$ cat src/rtl/clkmon_pkg.sv
package clkmon_pkg;

    // Default gap, in reference cycles, tolerated between monitored edges.
    localparam int unsigned CM_TIMEOUT_DEF = 50;
    // Default synchronizer depth for the monitored clock.
    localparam int unsigned CM_SYNC_DEF    = 2;

    // Decoded control for the timer and request logic.
    typedef struct packed {
        logic active;    // monitoring is running
        logic edges_ok;  // monitored edges may restart the timer
    } cm_ctl_t;

    // Request tracker state.
    typedef enum logic [1:0] {
        CM_IDLE  = 2'd0,
        CM_COUNT = 2'd1,
        CM_TRIP  = 2'd2
    } cm_state_e;

    // Bits needed to hold values 0..v.
    function automatic int unsigned cm_bits(input int unsigned v);
        return (v < 2) ? 1 : $clog2(v + 1);
    endfunction

endpackage

$ cat src/rtl/clkmon_edge_sync.sv
module clkmon_edge_sync #(
    parameter int unsigned STAGES = 2
) (
    input  logic clk,
    input  logic rst,
    input  logic async_in,
    output logic rise
);
    logic [STAGES-1:0] chain;
    logic              last_q;

    for (genvar i = 0; i < STAGES; i++) begin : g_stage
        if (i == 0) begin : g_first
            always_ff @(posedge clk) begin
                if (rst) chain[0] <= 1'b0;
                else     chain[0] <= async_in;
            end
        end else begin : g_next
            always_ff @(posedge clk) begin
                if (rst) chain[i] <= 1'b0;
                else     chain[i] <= chain[i-1];
            end
        end
    end

    always_ff @(posedge clk) begin
        if (rst) last_q <= 1'b0;
        else     last_q <= chain[STAGES-1];
    end

    assign rise = chain[STAGES-1] & ~last_q;
endmodule

$ cat src/rtl/clkmon_ctl.sv
module clkmon_ctl
    import clkmon_pkg::*;
(
    input  logic    mon_en,
    input  logic    force_en,
    input  logic    stop_mode,
    output cm_ctl_t ctl
);
    always_comb begin
        ctl.active   = mon_en | force_en;
        ctl.edges_ok = ~stop_mode;
    end
endmodule

$ cat src/rtl/clkmon_timer.sv
module clkmon_timer #(
    parameter int unsigned TIMEOUT_CYC = 50,
    parameter int unsigned CNT_W       = 6
) (
    input  logic             clk,
    input  logic             rst,
    input  logic             active,
    input  logic             restart,
    output logic [CNT_W-1:0] cnt,
    output logic             expired
);
    localparam logic [CNT_W-1:0] LIMIT = CNT_W'(TIMEOUT_CYC);

    always_ff @(posedge clk) begin
        if (rst || !active)  cnt <= '0;
        else if (restart)    cnt <= '0;
        else if (cnt != LIMIT) cnt <= cnt + 1'b1;
    end

    assign expired = active && (cnt == LIMIT);
endmodule

$ cat src/rtl/clkmon_req.sv
module clkmon_req
    import clkmon_pkg::*;
(
    input  logic clk,
    input  logic rst,
    input  logic active,
    input  logic expired,
    output logic req
);
    cm_state_e state;

    always_ff @(posedge clk) begin
        if (rst) begin
            state <= CM_IDLE;
        end else begin
            unique case (state)
                CM_TRIP: state <= CM_TRIP;
                default: begin
                    if (expired)     state <= CM_TRIP;
                    else if (active) state <= CM_COUNT;
                    else             state <= CM_IDLE;
                end
            endcase
        end
    end

    assign req = (state == CM_TRIP);
endmodule

$ cat src/rtl/clkmon_top.sv
module clkmon_top
    import clkmon_pkg::*;
#(
    parameter int unsigned TIMEOUT_CYC = CM_TIMEOUT_DEF,
    parameter int unsigned SYNC_STAGES = CM_SYNC_DEF
) (
    input  logic clk,
    input  logic rst,
    input  logic mon_clk,
    input  logic mon_en,
    input  logic force_en,
    input  logic stop_mode,
    output logic clk_fail_req
);
    localparam int unsigned CNT_W = cm_bits(TIMEOUT_CYC);

    cm_ctl_t          ctl;
    logic             mon_active;
    logic             mon_rise;
    logic             tmr_restart;
    logic [CNT_W-1:0] tmr_cnt;
    logic             tmr_expired;

    clkmon_edge_sync #(.STAGES(SYNC_STAGES)) u_sync (
        .clk      (clk),
        .rst      (rst),
        .async_in (mon_clk),
        .rise     (mon_rise)
    );

    clkmon_ctl u_ctl (
        .mon_en    (mon_en),
        .force_en  (force_en),
        .stop_mode (stop_mode),
        .ctl       (ctl)
    );

    assign mon_active  = ctl.active;
    assign tmr_restart = mon_rise & ctl.edges_ok;

    clkmon_timer #(.TIMEOUT_CYC(TIMEOUT_CYC), .CNT_W(CNT_W)) u_timer (
        .clk     (clk),
        .rst     (rst),
        .active  (mon_active),
        .restart (tmr_restart),
        .cnt     (tmr_cnt),
        .expired (tmr_expired)
    );

    clkmon_req u_req (
        .clk     (clk),
        .rst     (rst),
        .active  (mon_active),
        .expired (tmr_expired),
        .req     (clk_fail_req)
    );
endmodule

$ cat config.mk
export PLATFORM = sky130hd
export DESIGN_NAME = clkmon_top
export DESIGN_NICKNAME = d
export VERILOG_FILES = /design/src/rtl/clkmon_pkg.sv /design/src/rtl/clkmon_edge_sync.sv /design/src/rtl/clkmon_ctl.sv /design/src/rtl/clkmon_timer.sv /design/src/rtl/clkmon_req.sv /design/src/rtl/clkmon_top.sv
export SDC_FILE = /design/constraint.sdc
export NUM_CORES = 1
export LEC_CHECK = 0
export BUFFER_PORTS_ARGS = -buffer_cell sky130_fd_sc_hd__buf_4
export CAP_MARGIN = 20
export CORE_MARGIN = 2
export CORE_UTILIZATION = 30
export DETAILED_ROUTE_END_ITERATION = 16
export GPL_ROUTABILITY_DRIVEN = 0
export GPL_TIMING_DRIVEN = 0
export HOLD_SLACK_MARGIN = 0.12
export PLACE_DENSITY = 0.6
export REMOVE_ABC_BUFFERS = 1
export SLEW_MARGIN = 15
export SYNTH_ARGS = -nofsm -noshare
export SYNTH_HDL_FRONTEND = slang
export SYNTH_SLANG_ARGS = --single-unit
$ cat constraint.sdc
create_clock -name clk -period 1.35 [get_ports clk]
set_input_delay 0.27 -clock clk [delete_from_list [all_inputs] [get_ports clk]]
set_output_delay 0.27 -clock clk [all_outputs]
set_load 0.02 [all_outputs]
---- After elaboration in Yosys (flattened, before gate mapping) ----
Cells that the tools add are included.
cells by class
  add/sub/neg operators ................... 1
  equal/unequal tests ..................... 3
  multiplexer cells ....................... 3
  bitwise gates (word level) .............. 5
  reduce and logical (&&, ||, !) cells .... 5
operator list
  cell                                                           number
  6-bit by 1-bit adder with 6-bit output, second input constant  1
  6-bit equality test, second input constant                     1
  6-bit inequality test, second input constant                   1
  2-bit 2-to-1 mux                                               2
  3-bit OR reduction                                             1
  1-bit bitwise AND                                              2
  2-bit equality test, second input constant                     1
  1-bit NOT                                                      2
  2-bit OR reduction                                             1
  1-bit logical AND                                              1
  1-bit zero test                                                1
  1-bit logical OR                                               1
  1-bit 2-to-1 mux                                               1
  1-bit OR                                                       1
word-level totals
  register bits after elaboration ......... 11
  input port bits ......................... 6
  output and inout port bits .............. 1
  word-level logic and storage cells ...... 23

---- Longest topological paths before layout ----
Gate-level depths: netlist of the first run.
  depth after elaboration ................. 4
  gate-level depth with buffers ........... 5
  mapped depth without buffers ............ 5

---- By module ----
Synthesis of the first run repeated with hierarchy kept, for this count alone.
second synthesis, totals
  cells, all modules ...................... 47
  area, all modules ....................... 496.7 µm²
modules (own cells, without submodules)
  module            times used  cells each  area each (µm²)  sequential area each (µm²)
  clkmon_timer      1           32          305.3            120.1
  clkmon_edge_sync  1           7           87.6             60.1
  clkmon_req        1           5           87.6             40.0
  clkmon_ctl        1           2           10.0             0.0
  clkmon_top        1           1           6.3              0.0

---- Worst setup path after synthesis of the first run ----
OpenSTA, ideal clock, no wires.
  kind .................................... reg2reg
  start ................................... register u_timer.cnt[0]
  end ..................................... register u_timer.cnt[1]
  library setup time ...................... 0.095 ns
  arrival time ............................ 1.064 ns
  required time ........................... 1.255 ns
  path slack .............................. 0.190 ns
  stages on the path, launching flop included .. 6
  path buffers ............................ 0
  period minus slack after synthesis ...... 1.160 ns
  cell sequence ........................... dfxtp_1 inv_1 ha_1 and4bb_1 nand2_1 a221oi_1
between the ends
  cells in the longest elaborated chain, start to end .. 1
ends and longest elaborated chain
  item                                                                             line                RTL
  start, declared                                                                  clkmon_timer.sv:9   output logic [CNT_W-1:0] cnt,
  start signal, assigned                                                           clkmon_timer.sv:17  else if (cnt != LIMIT) cnt <= cnt + 1'b1;
  6-bit by 1-bit adder with 6-bit output or 6-bit inequality test (tied branches)  clkmon_timer.sv:17
Several ways; a longest one is shown, not always the timed one.
A chain may end at the register's enable or synchronous reset.

---- Worst setup path in the final report of the first run ----
  start ................................... register u_timer.cnt[1]
  end ..................................... register u_timer.cnt[1]
The elaborated chain is that of the path after synthesis.

==> metrics.cfg, run 1 <==
[yosys]
async_flop_share_pct=0
synth-xor-area-share_pct=5.932
synth.ff_latch_count=11
yosys.area_share.simple_pct=25.42
synth_compound_area_share_pct=10.73
synthDistinctLibCells=19
synth_top_family_by_area=simple AND/OR/NAND/NOR gates
synthTopCellsByArea=dfxtp_1 (50%), ha_1 (5.6%), nor2b_1 (5.6%)
synthAdderAreaFrac_pct=5.650
yosys-top-cells-count=dfxtp_1 (11), nor3_1 (5), nor2_1 (4), nor2b_1 (4), inv_1 (3)
synth_top_area_share_pct=49.72
syn_area_per_cell_sq_um=9.629
synthCells=46
yosys.area.top_type=dfxtp_1
ys_seq_area_share_pct=49.72
netlist_area_sq_um=442.9
ys_warn_count=0
synth_edf_count=0
ys.flop_type=dfxtp_1
yosysMostFrequentCell=dfxtp_1
muxShareOfSynthArea_pct=0

[global_route]
grt_use_total_pct=10.15
globalRouteOverflowTotal=0
grt_max_degree=7
antenna_found_initial=0
grt_pass1_wl_mm=1.359
grt_pass1_vias=352

[timing]
skew_ns=0.0004483
hold_ws_ns=0.2003
setup_viol=0
hold_violations=0
rsz0062_at_grt=no
setup_tns_ns=0
max_freq_mhz=796.5
slew_viol_final=0
fin_crit_sh_pct=93.00
fin_crit_ns=1.256
fin_ws_ns=0.09447
worst_pin_slew_ns=0.2437
timing.slew.headroom_pct=83.69

[setup_path]
critPathArrivalTime_ns=1.43
slowest_delay_ns=0.40
cp.buffers_inverters=0
endpoint_kind=register
crit_family=flip-flops
crit_type=register to register
crit_slowest_cell=dfxtp_1
cp.required_ns=1.53
critPathMaxFanout=4
cp_cell_sequence=ha_1, and4bb_2, nand2_1, a221oi_2
start_kind=register

[cells_and_area]
syn2layout_area_growth_pct=22.03
antennaDiodeCount=0
drive_gt1_share_pct=21.43
nNetsFinal=65
fin_area_sq_um=540.5
fin_util_pct=40.53

[clocking]
cts.htree.levels=1
clock-root-buffer=clkbuf_4
tritoncts=done
cts_made_buffers=3
cts.sinks=11
clk_path_buf_depth=2
clock_latency_ns=0.26
clk_pin_slew_ns=0.06
postCtsHoldBufs=0

[die]
die_h_microns=42.43
die_w_microns=42.43
dieArea_sq_um=1800
initial_core_util_pct=33.21
io_pins=7
coreArea_sq_um=1334
row_count=13

[drt]
drtIter0Drc=2
wire_per_inst_microns=10.15
dr.pass1.iters=2
vias=339
via_per_inst=4.775
drc=0
ant_nets=0
routed_wl_microns=721

[power]
max-vdd-ir-drop_uv=501.6
leakagePower_nw=0.2096
p_per_area_nw_per_um2=1103

[worst_hold_path]
hold_path.class=input pin to register

[placed_design]
io_buffers=6
place_hpwl_microns=540.7
pre_cts_slack_ns=0.1014
placed_area_sq_um=506.7

[flow_run]
max_cap_viol_count=0

[status]
outcome=complete, no violations

==> sequential cells by signal (all words and copies together), names as in the netlist <==
signal and flops:
u_timer.cnt 6, u_sync.last_q 1, u_sync.chain 2, u_req.state 2
==> layer usage <==
layer  GRT usage (%)  wire length [microns]  up-vias
met3           4.310                     47        4
met2           14.15                    295        7
li1                -                      -      180
met5               0                      0        -
met1           12.18                    353      148
met4           7.500                     25        0
==> worst reg2reg max path, cell delays in order (launching register included) <==
cell and delay, ns:
dfxtp_1 0.40, ha_1 0.19, and4bb_2 0.27, nand2_1 0.09, a221oi_2 0.23
==> cells in the final DEF, fill, tap and decap left out, drive strengths merged <==
cell type / count
o21ai: 1
a221oi: 1
xnor2: 2
nor2b: 4
nor3: 5
ha: 2
dfxtp: 11
o2bb2ai: 1
clkbuf: 4
or3: 1
nand2: 2
o21bai: 1
nand3: 2
inv: 3
a21o: 1
a21oi: 2
nor2: 4
buf: 6
and4bb: 1
xor2: 1
nand4bb: 1
==> through the flow <==
stage,std cells,total power [W]
floorplan,46,0.0003700
global placement,67,0.0003875
detailed placement,67,0.0003885
CTS,71,0.0006026
global route,71,0.0006341
finish,71,0.0005960
==> what timing repair did <==
| action | in CTS | in global routing |
|---|---|---|
| hold endpoints to repair | 0 | 0 |
| gates resized for setup | 0 | 3 |
| endpoints found under the setup margin | 0 | 1 |
| setup buffers | 0 | 0 |
==> path summary, 6_finish.rpt <==
| check | endpoint | cells after the start | start | slack (ns) |
|---|---|---|---|---|
| min | u_sync.chain[0] | 2 | rst | 0.20 |
| max reg2reg | u_timer.cnt[1] | 4 | u_timer.cnt[1] | 0.09 |
| max | u_timer.cnt[1] | 4 | u_timer.cnt[1] | 0.09 |
| min reg2reg | u_sync.chain[1] | 1 | u_sync.chain[0] | 0.44 |
==> report_power, final <==
group          switching [W]  internal, W
registers         0.00000760     0.000336
clock network      0.0000974     0.000114
logic              0.0000176    0.0000232
total               0.000123     0.000473
==> cells by family after synthesis <==
| group | after synthesis |
|---|---|
| AND/OR/NAND/NOR | 20 |
| adder cells (fa/ha/maj) | 2 |
| flip-flops | 11 |
| XOR/XNOR | 3 |
| AO/OA/AOI/OAI | 7 |
| buffers and inverters | 3 |
==> cell type report <==
class	count	area, sq um
clock buffer	4	26.28
multi-input combinational	32	217.7
fill	148	793.3
timing repair buffer	6	45.04
inverter	3	11.26
tap	15	18.77
sequential	11	221.5
(Power assumes the default switching activity.)
==> run 2: changes to the inputs <==
Settings changed: CORE_AREA set to 2 2 39 41, CORE_MARGIN 2 to not set, CORE_UTILIZATION 30 to not set, DIE_AREA set to 0 0 41 43, PLACE_DENSITY 0.6 to 0.64.
==> run 2 against run 1 <==
Effect of this change:
- maximum frequency is 1.7% lower
- clock power rose by 7%
- clock-buffer cell count is 1 lower
- cell area is 1.2% higher
- power grew 2.3%
- global-route usage up 0.41 points
- critical path depth grew 1
- largest cell class unchanged
- worst hold slack worse by 0.016 ns
- core utilization is 1.0 points lower
==> metrics.cfg, run 2 (synthesized netlist as in run 1, its figures left out) <==
[clocking]
clock_latency_ns=0.27  ; about the same
cts_made_buffers=3  ; unchanged
postCtsSetupBuffers=0  ; unchanged
clk_path_buf_depth=2  ; unchanged
cts.htree.levels=1  ; unchanged
cts.sinks=11  ; unchanged
tritoncts=done
clk_pin_slew_ns=0.07  ; about the same
clock-root-buffer=clkbuf_4

[timing]
skew_ns=0.002083  ; +0.001635 ns
fin_crit_sh_pct=94.59  ; +1.6 points
rsz0062_at_grt=no
timing.slew.headroom_pct=83.61  ; about the same
hold_violations=0  ; unchanged
setup_tns_ns=0  ; unchanged
hold_ws_ns=0.1846  ; -0.01573 ns
worst_pin_slew_ns=0.2454  ; +0.001618 ns
fin_crit_ns=1.277  ; +0.02150 ns
max_freq_mhz=783.1  ; -1.7%
setup_viol=0  ; unchanged
slew_viol_final=0  ; unchanged

[worst_hold_path]
hold_path.class=input pin to register
hold_start=rst

[drt]
vias=354  ; +4.4%
ant_nets=0  ; unchanged
drc=0  ; unchanged
dr.pass1.iters=4  ; +2
drtIter0Drc=7  ; +5
routed_wl_microns=740  ; +2.6%
via_per_inst=4.917  ; +3.0%
wire_per_inst_microns=10.28  ; +1.2%

[placed_design]
place_hpwl_microns=573.1  ; +6.0%
numPlacedInstances=68  ; +1.5%
io_buffers=6  ; unchanged

[global_route]
globalRouteOverflowTotal=0  ; unchanged
antenna_found_initial=0  ; unchanged
grt_pass1_vias=317  ; -9.9%
grt_use_total_pct=10.56  ; +0.41 points
use_met2_pct=15.31  ; +1.2 points
use_met3_pct=0  ; -4.3 points
gr-usage-met1_pct=12.30  ; +0.12 points
grt_max_degree=8  ; +1
grt-busiest-layer=met2
grt_pass1_wl_mm=1.193  ; -12%

[die]
io_pins=7  ; unchanged
die_w_microns=41  ; -3.4%
row_count=14  ; +1
dieArea_sq_um=1763  ; -2.0%
coreArea_sq_um=1384  ; +3.8%
die_h_microns=43  ; +1.4%
initial_core_util_pct=32.01  ; -1.2 points

[power]
leakagePower_nw=0.2138  ; +2.0%
p_per_area_nw_per_um2=1116  ; +1.2%
finalPower_w=0.0006100  ; +2.3%
max-vdd-ir-drop_uv=349.7  ; -30%

[setup_path]
r2r_start=u_timer.cnt[0]
setup.worst_path.start=u_timer.cnt[0]
crit_end=u_timer.cnt[1]
critPathMaxFanout=4  ; unchanged
r2r_end=u_timer.cnt[1]
ff2ff_setup_slack_ns=0.07  ; -0.02 ns
r2r_cells=5  ; +1
start_kind=register
crit_type=register to register
critPathArrivalTime_ns=1.46  ; +0.03 ns
cp.required_ns=1.54  ; about the same
endpoint_kind=register

[flow_run]
max_cap_viol_count=0  ; unchanged

[cells_and_area]
final_cell_mix=dfxtp_1 (9), buf_4 (6), nor3_1 (5)
drive_gt1_share_pct=26.79  ; +5.4 points
syn2layout_area_growth_pct=23.45
largest_register_ffs=6  ; unchanged
nNetsFinal=65  ; unchanged
antennaDiodeCount=0  ; unchanged
nFillCells=147  ; -0.68%
multi_input_area_sq_um=220.2  ; +1.1%
final_cells=72  ; +1.4%
regMostFlops=u_timer.cnt
layout_commonest_cell=dfxtp_1
regArea_sq_um=222.7  ; +0.57%
reg_top3=u_timer.cnt (6), u_req.state (2), u_sync.chain (2)

[status]
outcome=complete, no violations

==> run 2: stage by stage <==
stage	cell area (sq um)	setup slack [ns]	utilization, %
5_1_grt	546.8	0.01224	39.51
4_1_cts	535.5	0.05541	38.70
6_report	546.8	0.07297	39.51
3_3_place_gp	508.0	0.09508	36.71
2_1_floorplan	442.9	0.1904	-
3_5_place_dp	508.0	0.07853	36.71
==> run 2: cell type report <==
| cell class | count | area share, % |
|---|---|---|
| Clock buffer | 3 | 4.119 |
| Timing Repair Buffer | 6 | 8.238 |
| Sequential cell | 11 | 40.73 |
| Inverter | 3 | 2.059 |
| Tap cell | 16 | 3.661 |
| Clock inverter | 1 | 0.9153 |
| Multi-Input combinational cell | 32 | 40.27 |
==> run 2: where the power goes <==
part / switching (W) / internal [W] / total [W]
Sequential: 0.00000773 / 0.000336 / 0.000344
Combinational: 0.0000178 / 0.0000231 / 0.0000410
Clock: 0.000115 / 0.000110 / 0.000225
Total: 0.000141 / 0.000469 / 0.000610
==> run 2: repair_timing <==
action / CTS / global route
endpoints found under the setup margin: 0 / 1
resized for setup: 0 / 5
hold buffers: 0 / 0
==> run 2: routing by layer <==
metal / share of wire, % / vias up / wire length (microns)
met3: 1.4 / 4 / 10
met2: 47 / 7 / 349
li1: - / 180 / -
met1: 46 / 163 / 340
met5: 0 / - / 0
met4: 5.3 / 0 / 39
==> run 2: how the worst min path moves through the flow <==
stage	end	slack, ns	cells after the start
4_1_cts	u_sync.chain[1]	0.19	2
3_3_place_gp	u_sync.chain[1]	0.42	1
5_1_grt	u_sync.chain[1]	0.19	2
3_5_place_dp	u_sync.chain[1]	0.43	1
6_report	u_sync.last_q	0.18	2
2_1_floorplan	u_sync.chain[0]	0.34	1
==> run 2: worst max-delay path, stage by stage, from the launching register on <==
cell	delay, ns
dfxtp_2	0.34
inv_1	0.08
ha_1	0.16
and4bb_2	0.28
nand2_2	0.08
a221oi_2	0.25
